--- src/rtl/mdu_pkg.sv ---
package mdu_pkg;

  typedef enum logic [5:0] {
    FN_MFHI  = 6'b010000,
    FN_MTHI  = 6'b010001,
    FN_MFLO  = 6'b010010,
    FN_MTLO  = 6'b010011,
    FN_MULT  = 6'b011000,
    FN_MULTU = 6'b011001,
    FN_DIV   = 6'b011010,
    FN_DIVU  = 6'b011011
  } mdu_fn_e;

  typedef enum logic {
    KIND_MUL = 1'b0,
    KIND_DIV = 1'b1
  } mdu_kind_e;

endpackage

--- src/rtl/mdu_cond_neg.sv ---
module mdu_cond_neg #(
  parameter int W = 32
) (
  input  logic         neg_i,
  input  logic [W-1:0] val_i,
  output logic [W-1:0] val_o
);

  // Two's-complement negate when requested; pass through otherwise.
  always_comb begin
    if (neg_i) val_o = (~val_i) + W'(1);
    else       val_o = val_i;
  end

endmodule

--- src/rtl/mdu_mult_core.sv ---
module mdu_mult_core #(
  parameter int W = 32
) (
  input  logic           clk,
  input  logic           rst_n,
  input  logic           load_i,
  input  logic           step_i,
  input  logic [W-1:0]   a_i,
  input  logic [W-1:0]   b_i,
  output logic [2*W-1:0] prod_o
);

  logic [W-1:0] mcand_q;
  logic [W-1:0] upper_q, upper_d;
  logic [W-1:0] lower_q, lower_d;
  logic [W:0]   partial;

  // One shift-add step: add the multiplicand into the upper half when the
  // current multiplier bit is set, then shift the whole pair right by one.
  always_comb begin
    partial = {1'b0, upper_q} + (lower_q[0] ? {1'b0, mcand_q} : '0);
    upper_d = partial[W:1];
    lower_d = {partial[0], lower_q[W-1:1]};
  end

  assign prod_o = {upper_d, lower_d};

  always_ff @(posedge clk or negedge rst_n) begin
    if (!rst_n) begin
      mcand_q <= '0;
      upper_q <= '0;
      lower_q <= '0;
    end else if (load_i) begin
      mcand_q <= a_i;
      upper_q <= '0;
      lower_q <= b_i;
    end else if (step_i) begin
      upper_q <= upper_d;
      lower_q <= lower_d;
    end
  end

endmodule

--- src/rtl/mdu_div_core.sv ---
module mdu_div_core #(
  parameter int W = 32
) (
  input  logic         clk,
  input  logic         rst_n,
  input  logic         load_i,
  input  logic         step_i,
  input  logic [W-1:0] dvd_i,
  input  logic [W-1:0] dvs_i,
  output logic [W-1:0] quo_o,
  output logic [W-1:0] rem_o
);

  logic [W-1:0] dvs_q;
  logic [W-1:0] rem_q;
  logic [W-1:0] quo_q;
  logic [W:0]   shifted;
  logic [W+1:0] diff;
  logic         fits;

  // One restoring step: bring in the next dividend bit, try to subtract the
  // divisor, keep the difference when it did not borrow.
  always_comb begin
    shifted = {rem_q, quo_q[W-1]};
    diff    = {1'b0, shifted} - {2'b00, dvs_q};
    fits    = ~diff[W+1];
    rem_o   = fits ? diff[W-1:0] : shifted[W-1:0];
    quo_o   = {quo_q[W-2:0], fits};
  end

  always_ff @(posedge clk or negedge rst_n) begin
    if (!rst_n) begin
      dvs_q <= '0;
      rem_q <= '0;
      quo_q <= '0;
    end else if (load_i) begin
      dvs_q <= dvs_i;
      rem_q <= '0;
      quo_q <= dvd_i;
    end else if (step_i) begin
      rem_q <= rem_o;
      quo_q <= quo_o;
    end
  end

endmodule

--- src/rtl/hilo_mdu.sv ---
module hilo_mdu
  import mdu_pkg::*;
#(
  parameter int W = 32
) (
  input  logic         clk,
  input  logic         rst_n,
  input  logic         start,
  input  logic [5:0]   func,
  input  logic [W-1:0] op_a,
  input  logic [W-1:0] op_b,
  output logic         busy,
  output logic         rd_valid,
  output logic [W-1:0] rd_data
);

  localparam int CNT_W = $clog2(W + 1);
  localparam int PW    = 2 * W;

  // ---------------------------------------------------------------- reset
  logic [1:0] rst_sync_q;
  logic       rst_int_n;

  always_ff @(posedge clk or negedge rst_n) begin
    if (!rst_n) rst_sync_q <= '0;
    else        rst_sync_q <= {rst_sync_q[0], 1'b1};
  end
  assign rst_int_n = rst_sync_q[1];

  // --------------------------------------------------------------- decode
  logic is_mul, is_div, is_signed, is_mthi, is_mtlo, is_mf;
  logic go_arith, go_mt_hi, go_mt_lo, go_mt;

  always_comb begin
    is_mul    = (func == FN_MULT) || (func == FN_MULTU);
    is_div    = (func == FN_DIV)  || (func == FN_DIVU);
    is_signed = (func == FN_MULT) || (func == FN_DIV);
    is_mthi   = (func == FN_MTHI);
    is_mtlo   = (func == FN_MTLO);
    is_mf     = (func == FN_MFHI) || (func == FN_MFLO);
    go_arith  = start && (is_mul || is_div);
    go_mt_hi  = start && is_mthi;
    go_mt_lo  = start && is_mtlo;
    go_mt     = go_mt_hi || go_mt_lo;
  end

  // ------------------------------------------------- operand magnitudes
  logic [W-1:0] opnd     [2];
  logic [W-1:0] opnd_mag [2];
  logic [1:0]   opnd_neg;

  assign opnd[0] = op_a;
  assign opnd[1] = op_b;

  for (genvar gi = 0; gi < 2; gi++) begin : g_mag
    assign opnd_neg[gi] = is_signed && opnd[gi][W-1];
    mdu_cond_neg #(.W(W)) u_mag (
      .neg_i (opnd_neg[gi]),
      .val_i (opnd[gi]),
      .val_o (opnd_mag[gi])
    );
  end

  // ------------------------------------------------------------ control
  logic             busy_q, busy_d;
  logic [CNT_W-1:0] cnt_q, cnt_d;
  mdu_kind_e        kind_q, kind_d;
  logic             neg_res_q, neg_res_d;
  logic             neg_rem_q, neg_rem_d;
  logic             dz_q, dz_d;
  logic             last, done_evt;

  assign last     = busy_q && (cnt_q == CNT_W'(1));
  assign done_evt = last && !go_arith && !go_mt;

  always_comb begin
    busy_d    = busy_q;
    cnt_d     = cnt_q;
    kind_d    = kind_q;
    neg_res_d = neg_res_q;
    neg_rem_d = neg_rem_q;
    dz_d      = dz_q;
    if (go_arith) begin
      busy_d    = 1'b1;
      cnt_d     = CNT_W'(W);
      kind_d    = is_div ? KIND_DIV : KIND_MUL;
      neg_res_d = opnd_neg[0] ^ opnd_neg[1];
      neg_rem_d = opnd_neg[0];
      dz_d      = (op_b == '0);
    end else if (go_mt) begin
      busy_d = 1'b0;
      cnt_d  = '0;
    end else if (busy_q) begin
      cnt_d = cnt_q - CNT_W'(1);
      if (last) busy_d = 1'b0;
    end
  end

  always_ff @(posedge clk or negedge rst_int_n) begin
    if (!rst_int_n) begin
      busy_q    <= 1'b0;
      cnt_q     <= '0;
      kind_q    <= KIND_MUL;
      neg_res_q <= 1'b0;
      neg_rem_q <= 1'b0;
      dz_q      <= 1'b0;
    end else begin
      busy_q    <= busy_d;
      cnt_q     <= cnt_d;
      kind_q    <= kind_d;
      neg_res_q <= neg_res_d;
      neg_rem_q <= neg_rem_d;
      dz_q      <= dz_d;
    end
  end

  // -------------------------------------------------------- datapaths
  logic [PW-1:0] prod_raw, prod_fix;
  logic [W-1:0]  quo_raw, quo_fix, rem_raw, rem_fix;

  mdu_mult_core #(.W(W)) u_mult (
    .clk    (clk),
    .rst_n  (rst_int_n),
    .load_i (go_arith && is_mul),
    .step_i (busy_q),
    .a_i    (opnd_mag[0]),
    .b_i    (opnd_mag[1]),
    .prod_o (prod_raw)
  );

  mdu_div_core #(.W(W)) u_div (
    .clk    (clk),
    .rst_n  (rst_int_n),
    .load_i (go_arith && is_div),
    .step_i (busy_q),
    .dvd_i  (opnd_mag[0]),
    .dvs_i  (opnd_mag[1]),
    .quo_o  (quo_raw),
    .rem_o  (rem_raw)
  );

  mdu_cond_neg #(.W(PW)) u_prod_fix (
    .neg_i (neg_res_q),
    .val_i (prod_raw),
    .val_o (prod_fix)
  );

  mdu_cond_neg #(.W(W)) u_quo_fix (
    .neg_i (neg_res_q),
    .val_i (quo_raw),
    .val_o (quo_fix)
  );

  mdu_cond_neg #(.W(W)) u_rem_fix (
    .neg_i (neg_rem_q),
    .val_i (rem_raw),
    .val_o (rem_fix)
  );

  // ------------------------------------------------------- HI / LO
  logic [W-1:0] hi_q, hi_d, lo_q, lo_d;
  logic         hi_en, lo_en;

  always_comb begin
    hi_en = go_mt_hi || done_evt;
    lo_en = go_mt_lo || done_evt;
    if (go_mt_hi)                hi_d = op_a;
    else if (kind_q == KIND_MUL) hi_d = prod_fix[PW-1:W];
    else                         hi_d = rem_fix;
    if (go_mt_lo)                lo_d = op_a;
    else if (kind_q == KIND_MUL) lo_d = prod_fix[W-1:0];
    else if (dz_q)               lo_d = '1;
    else                         lo_d = quo_fix;
  end

  always_ff @(posedge clk or negedge rst_int_n) begin
    if (!rst_int_n) begin
      hi_q <= '0;
      lo_q <= '0;
    end else begin
      if (hi_en) hi_q <= hi_d;
      if (lo_en) lo_q <= lo_d;
    end
  end

  // ---------------------------------------------------------- outputs
  assign busy     = busy_q;
  assign rd_valid = start && is_mf && !busy_q;
  assign rd_data  = (func == FN_MFHI) ? hi_q : lo_q;

endmodule

--- config.mk ---
export PLATFORM = sky130hd
export DESIGN_NAME = hilo_mdu
export DESIGN_NICKNAME = d
export VERILOG_FILES = /design/src/rtl/mdu_pkg.sv /design/src/rtl/mdu_cond_neg.sv /design/src/rtl/mdu_mult_core.sv /design/src/rtl/mdu_div_core.sv /design/src/rtl/hilo_mdu.sv
export SDC_FILE = /design/constraint.sdc
export NUM_CORES = 1
export LEC_CHECK = 0
export BUFFER_PORTS_ARGS = -buffer_cell sky130_fd_sc_hd__buf_2
export CAP_MARGIN = 20
export CORE_MARGIN = 8
export CORE_UTILIZATION = 47
export CTS_CLUSTER_SIZE = 16
export DETAILED_ROUTE_END_ITERATION = 10
export PLACE_DENSITY_LB_ADDON = 0.05
export SLEW_MARGIN = 15
export SYNTH_ARGS = -nofsm -noshare
export SYNTH_HDL_FRONTEND = slang
export SYNTH_SLANG_ARGS = --single-unit
--- constraint.sdc ---
create_clock -name clk -period 7.7 [get_ports clk]
set_input_delay 0.385 -clock clk [delete_from_list [all_inputs] [get_ports clk]]
set_output_delay 0.385 -clock clk [all_outputs]
set_load 0.02 [all_outputs]
Yosys cells after proc, flatten, opt, wreduce, memory -nomap -nowiden
Index checks and enable logic that the tools add are counted.

Output and inout bits: 34. Register bits after elaboration: 269. Word-level logic and storage cells: 95. Bits of input ports: 73.

$add $sub $neg: 8. Equality and inequality tests: 9. Bitwise operators: 7. Reductions and logical operators: 27. Muxes and demuxes: 29.

Operators by type and width (count): $mux 32 (20); $add 32x1->32 const B (4); $not 32->32 (4); $add 64x1->64 const B (1); $mux 64 (1); $not 64->64 (1); $eq 6x5->1 const B (8); $sub 33x32->34 (1); $add 32x33->33 (1); $logic_not 32->1 (1); $mux 6 (3); $logic_and 1x1->1 (12); $logic_or 1x1->1 (8); $eq 6x1->1 const B (1); $sub 6x1->6 const B (1); $mux 1 (5); $reduce_bool 2->1 (2); $logic_not 1->1 (3); $reduce_bool 3->1 (1); $not 1->1 (1); $xor 1x1->1 (1).

Depth between registers and ports, before layout
Depth after elaboration: 8. Mapped depth: 24.

By module
Synthesis repeated with hierarchy kept, for this count alone.

Cells, all modules: 2464. Area total of the unflattened synthesis: 22191.3 sq um.

Modules (own cells, without submodules): mdu_div_core (area an instance 6511.2 sq um, times used 1, seq. area each 2402.3 sq um, cells each 766); mdu_mult_core (area an instance 6302.3 sq um, times used 1, seq. area each 2402.3 sq um, cells each 658); hilo_mdu (area an instance 4620.7 sq um, times used 1, seq. area each 1926.8 sq um, cells each 438); mdu_cond_neg at g_mag[0].u_mag ... (area an instance 777.0 sq um, times used 4, seq. area each 0.0 sq um, cells each 99); mdu_cond_neg at u_prod_fix (area an instance 1649.1 sq um, times used 1, seq. area each 0.0 sq um, cells each 206).

Worst setup path after synthesis
No wires, ideal clock.

Path type: flip-flop to flip-flop. From: register u_div.rem_q[2]. To: register hi_q[28]. Arrival: 5661 ps. Library setup time: 104 ps. Period minus slack after synthesis: 5765 ps. Required time: 7596 ps. Path slack: 1935 ps. Stages on the path, launching flop included: 23. Path buffers: 4. Cell sequence: dfrtp_1 ha_1 o211ai_1 a21oi_1 o211ai_1 a21o_1 nand3_1 clkbuf_1 clkbuf_1 clkbuf_1 buf_1 nand2_1 o21ai_0 ha_1 nand2_1 nor3_1 nand4_1 mux2_2 a2111o_1 or4_4 o31ai_1 nand2_1 o311ai_1.

Cells in the longest elaborated chain, start to end: 7.

RTL lines: start, declared (line mdu_div_core.sv:15) `logic [W-1:0] rem_q;`; start signal, assigned (line mdu_div_core.sv:41) `rem_q <= rem_o;`; $sub 33x32->34 (line mdu_div_core.sv:25) `diff = {1'b0, shifted} - {2'b00, dvs_q};`; $mux 32 (*) (line mdu_div_core.sv:27) `rem_o = fits ? diff[W-1:0] : shifted[W-1:0];`; $not 32->32 (line mdu_cond_neg.sv:11) `if (neg_i) val_o = (~val_i) + W'(1);`; $add 32x1->32 (line mdu_cond_neg.sv:11); $mux 32 (*) (line mdu_cond_neg.sv:11); $mux 32 (*) (line hilo_mdu.sv:168) `else if (kind_q == KIND_MUL) hi_d = prod_fix[PW-1:W];`; $mux 32 (*) (line hilo_mdu.sv:167) `if (go_mt_hi) hi_d = op_a;`; end signal, assigned (line hilo_mdu.sv:181) `if (hi_en) hi_q <= hi_d;`; end, declared (line hilo_mdu.sv:161) `logic [W-1:0] hi_q, hi_d, lo_q, lo_d;`.

Every way passes the cells marked *; elsewhere a longest branch is shown, timed or not. A chain may end at the register's enable or synchronous reset.

Worst setup path in the final report
From: register u_div.rem_q[13]. To: register hi_q[28].

Same word-level chain as after synthesis.

==> impl_metrics.env <==
export IMPL_hold_violations=0
export IMPL_die_w_um=228
export IMPL_synth_area_per_cell_um2=8.16
export IMPL_finalWorstPathRequiredPeriod_ps=5740
export IMPL_clkSinkCount=269
export IMPL_p_sw_w=0.00514
export IMPL_cp_required_ps=8140
export IMPL_ir_drop_v=0.000237
export IMPL_final_cell_mix="270 x nor2_1, 265 x dfrtp_1, 225 x a21oi_1"
export IMPL_antenna_found_initial=0
export IMPL_hpwl_um=58800
export IMPL_die_h_um=228
export IMPL_cts_root_buf="clkbuf_16"
export IMPL_status="finished, final reports clean"
export IMPL_grt_ovfl_total=0
export IMPL_n_fill_cell=4235
export IMPL_critPathLaunchType="flop"
export IMPL_clk_latency_ps=570
export IMPL_die_area_um2=51900
export IMPL_r2r_start="u_div.rem_q[13]"
export IMPL_wl_um=78900
export IMPL_worstPathMaxFanout=11
export IMPL_synth_fp_nets=2729
export IMPL_ys_types=90
export IMPL_dpl_cell_count=3141
export IMPL_grt_pass1_wl_um=120000
export IMPL_netlist_area_um2=21100
export IMPL_postSynthCellCount=2583
export IMPL_ant_nets=0
export IMPL_min_period_over_period_pct=74.5
export IMPL_p_leak_nw=9.47
export IMPL_track_usage_pct=29.3
export IMPL_drtIter0Drc=2279
export IMPL_slew_headroom_pct=21.2
export IMPL_startpoint="u_div.rem_q[13]"
export IMPL_max_cap_viol_count=0
export IMPL_power_density_nw_per_um2=448
export IMPL_worstHoldPathType="input pin to flop"
export IMPL_setup_tns_ps=0
export IMPL_pwr_share_seq_pct=25.9
export IMPL_reg2reg_setup_slack_ps=1960
export IMPL_clk_path_buf_depth=3
export IMPL_synthArstFlopShare_pct=100
export IMPL_h_tree_depth=2
export IMPL_reg2reg_depth=17
export IMPL_drive_above_1_share_pct=10.6
export IMPL_cts_tree="yes"
export IMPL_vias_per_cell=6.32
export IMPL_crit_end="hi_q[28]"
export IMPL_fin_nets=2734
export IMPL_area_growth_pct=10.0
export IMPL_crit_reg2reg_capture="hi_q[28]"
export IMPL_setup_worst_path_class="flop to flop"
export IMPL_synth_edff_count=0
export IMPL_worst_pin_slew_ps=1150
export IMPL_ctsResizeCount=0
export IMPL_grt_max_degree=91
export IMPL_cts_made_buffers=35
export IMPL_ys_flop_type="dfrtp_1"
export IMPL_final_common_cell="nor2_1"
export IMPL_drtPass1Iterations=6
export IMPL_fin_util_pct=52.4
export IMPL_remaining_drc_errors=0
export IMPL_gp_congestion=0.920
export IMPL_io_buffers=106
export IMPL_skew_ps=33.2
export IMPL_wl_per_cell_um=24.6
export IMPL_num_vias=20300
export IMPL_post_cts_buffers=0
export IMPL_worstHoldStart="op_a[7]"
export IMPL_pwr_share_clk_pct=16.6
export IMPL_ys_seq_area_share_pct=31.9
export IMPL_first_global_vias=19300
export IMPL_core_um2=44200
export IMPL_diodes=0
export IMPL_pwr_share_comb_pct=57.6
export IMPL_ys_warn_count=0
export IMPL_ys_seq_elements=269
export IMPL_max_clock_freq_mhz=174
export IMPL_critPathArrivalTime_ps=6180
export IMPL_end_kind="flop"
export IMPL_switching_share_pct=49.4
export IMPL_ios=107
export IMPL_maxSlewViolCount=0
export IMPL_setup_viol=0
export IMPL_clk_pin_slew_ps=60
export IMPL_p_int_w=0.00526
export IMPL_start_util_pct=47.6
export IMPL_std_cell_rows=77
export IMPL_final_cells=3207
export IMPL_rsz0062_at_grt="no"
layer usage:
| layer | routed length, µm | GRT usage (%) | share of wire [%] | vias up |
|---|---|---|---|---|
| li1 | - | - | - | 9476 |
| met1 | 35400 | 41.0 | 45 | 9855 |
| met2 | 33800 | 43.3 | 43 | 787 |
| met3 | 6030 | 5.99 | 7.6 | 159 |
| met4 | 3680 | 13.2 | 4.7 | 0 |
| met5 | 0 | 0 | 0 | - |
critical path, cell delays in order, from the launching register on:
cell	delay [ps]
dfrtp_1	420
ha_1	430
a21oi_1	320
o21ai_0	230
a221o_1	460
o21ai_2	290
nand3_2	290
o21ai_0	430
ha_1	330
nand2_1	90
nor3_1	270
nand4_1	130
mux2_2	360
a2111o_1	450
or4_4	560
o31ai_1	240
nand2_1	80
o311ai_1	250
kinds of logic (layout without fill, tap and decap cells):
family                     count (synthesis)  in the layout  synth area share, %
AOI/OAI and AO/OA                        794            794                 24.7
xor gates and xnor gates                 223            223                 9.27
adders and majority gates                 73             73                 4.41
buffers and inverters                    239            271                 4.29
DFF                                      269            269                 31.9
muxes                                     85             85                 4.26
other                                      1              1               0.0178
and+or+nand+nor                          899            899                 21.1
worst min path at each step:
stage                     depth (start not counted)             to  slack [ps]
after global placement                            1  rst_sync_q[0]         170
after CTS                                         3        hi_q[7]         100
final                                             3        hi_q[7]         130
after global routing                              3       lo_q[14]         130
after floorplan                                   0  rst_sync_q[0]          90
after detailed placement                          1  rst_sync_q[0]         170
sequential cells by signal, indices dropped and copies added, names as in the netlist:
register	flops
lo_q	32
neg_rem_q	1
hi_q	32
u_mult.mcand_q	32
busy	1
u_div.quo_q	32
u_mult.lower_q	32
neg_res_q	1
dz_q	1
rst_sync_q	2
u_div.dvs_q	32
kind_q	1
u_mult.upper_q	32
cnt_q	6
u_div.rem_q	32
synth_stat cells, drive strengths merged, types with 65 or more instances:
library cell,instances,area (µm²)
nor2,273,1020
xnor2,139,1220
a21oi,225,1130
xor2,84,736
dfrtp,269,6730
nand2,216,811
o21ai,156,785
a211oi,115,863
ha,71,888
clkbuf,147,552
nor3,65,330
inv,70,263
power by group through the flow:
stage               logic [W]  clock network [W]  registers (W)
floorplan             0.00439                  0        0.00240
global placement      0.00582                  0        0.00269
detailed placement    0.00587                  0        0.00270
CTS                   0.00591            0.00175        0.00268
global route          0.00655            0.00181        0.00276
finish                0.00598            0.00172        0.00269
stage by stage:
step	hold slack (ps)	setup WS (ps)	total power (W)	instance area [µm²]
finish	127	1960	0.0104	23200
CTS	99.0	2030	0.0103	23200
global route	133	1560	0.0111	23200
detailed placement	171	2030	0.00857	22000
global placement	170	2140	0.00851	22000
floorplan	89.4	1940	0.00679	21100
cell type report:
cell class,instances,area (µm²),share of cell area [%]
multi-input cells,2075,13500,58.1
flip-flops and latches,269,6740,29.1
clock buffers,56,1120,4.81
repair buffers,136,766,3.30
well taps,592,741,3.19
inverters,71,267,1.15
clock inverters,8,82.6,0.356
what timing repair did:
| action | CTS | global route |
|---|---|---|
| setup endpoints to repair | 0 | 0 |
| hold buffers | 1 | 0 |
| hold endpoints to repair | 2 | 0 |
Note: power is estimated with default switching activity, not from simulation.
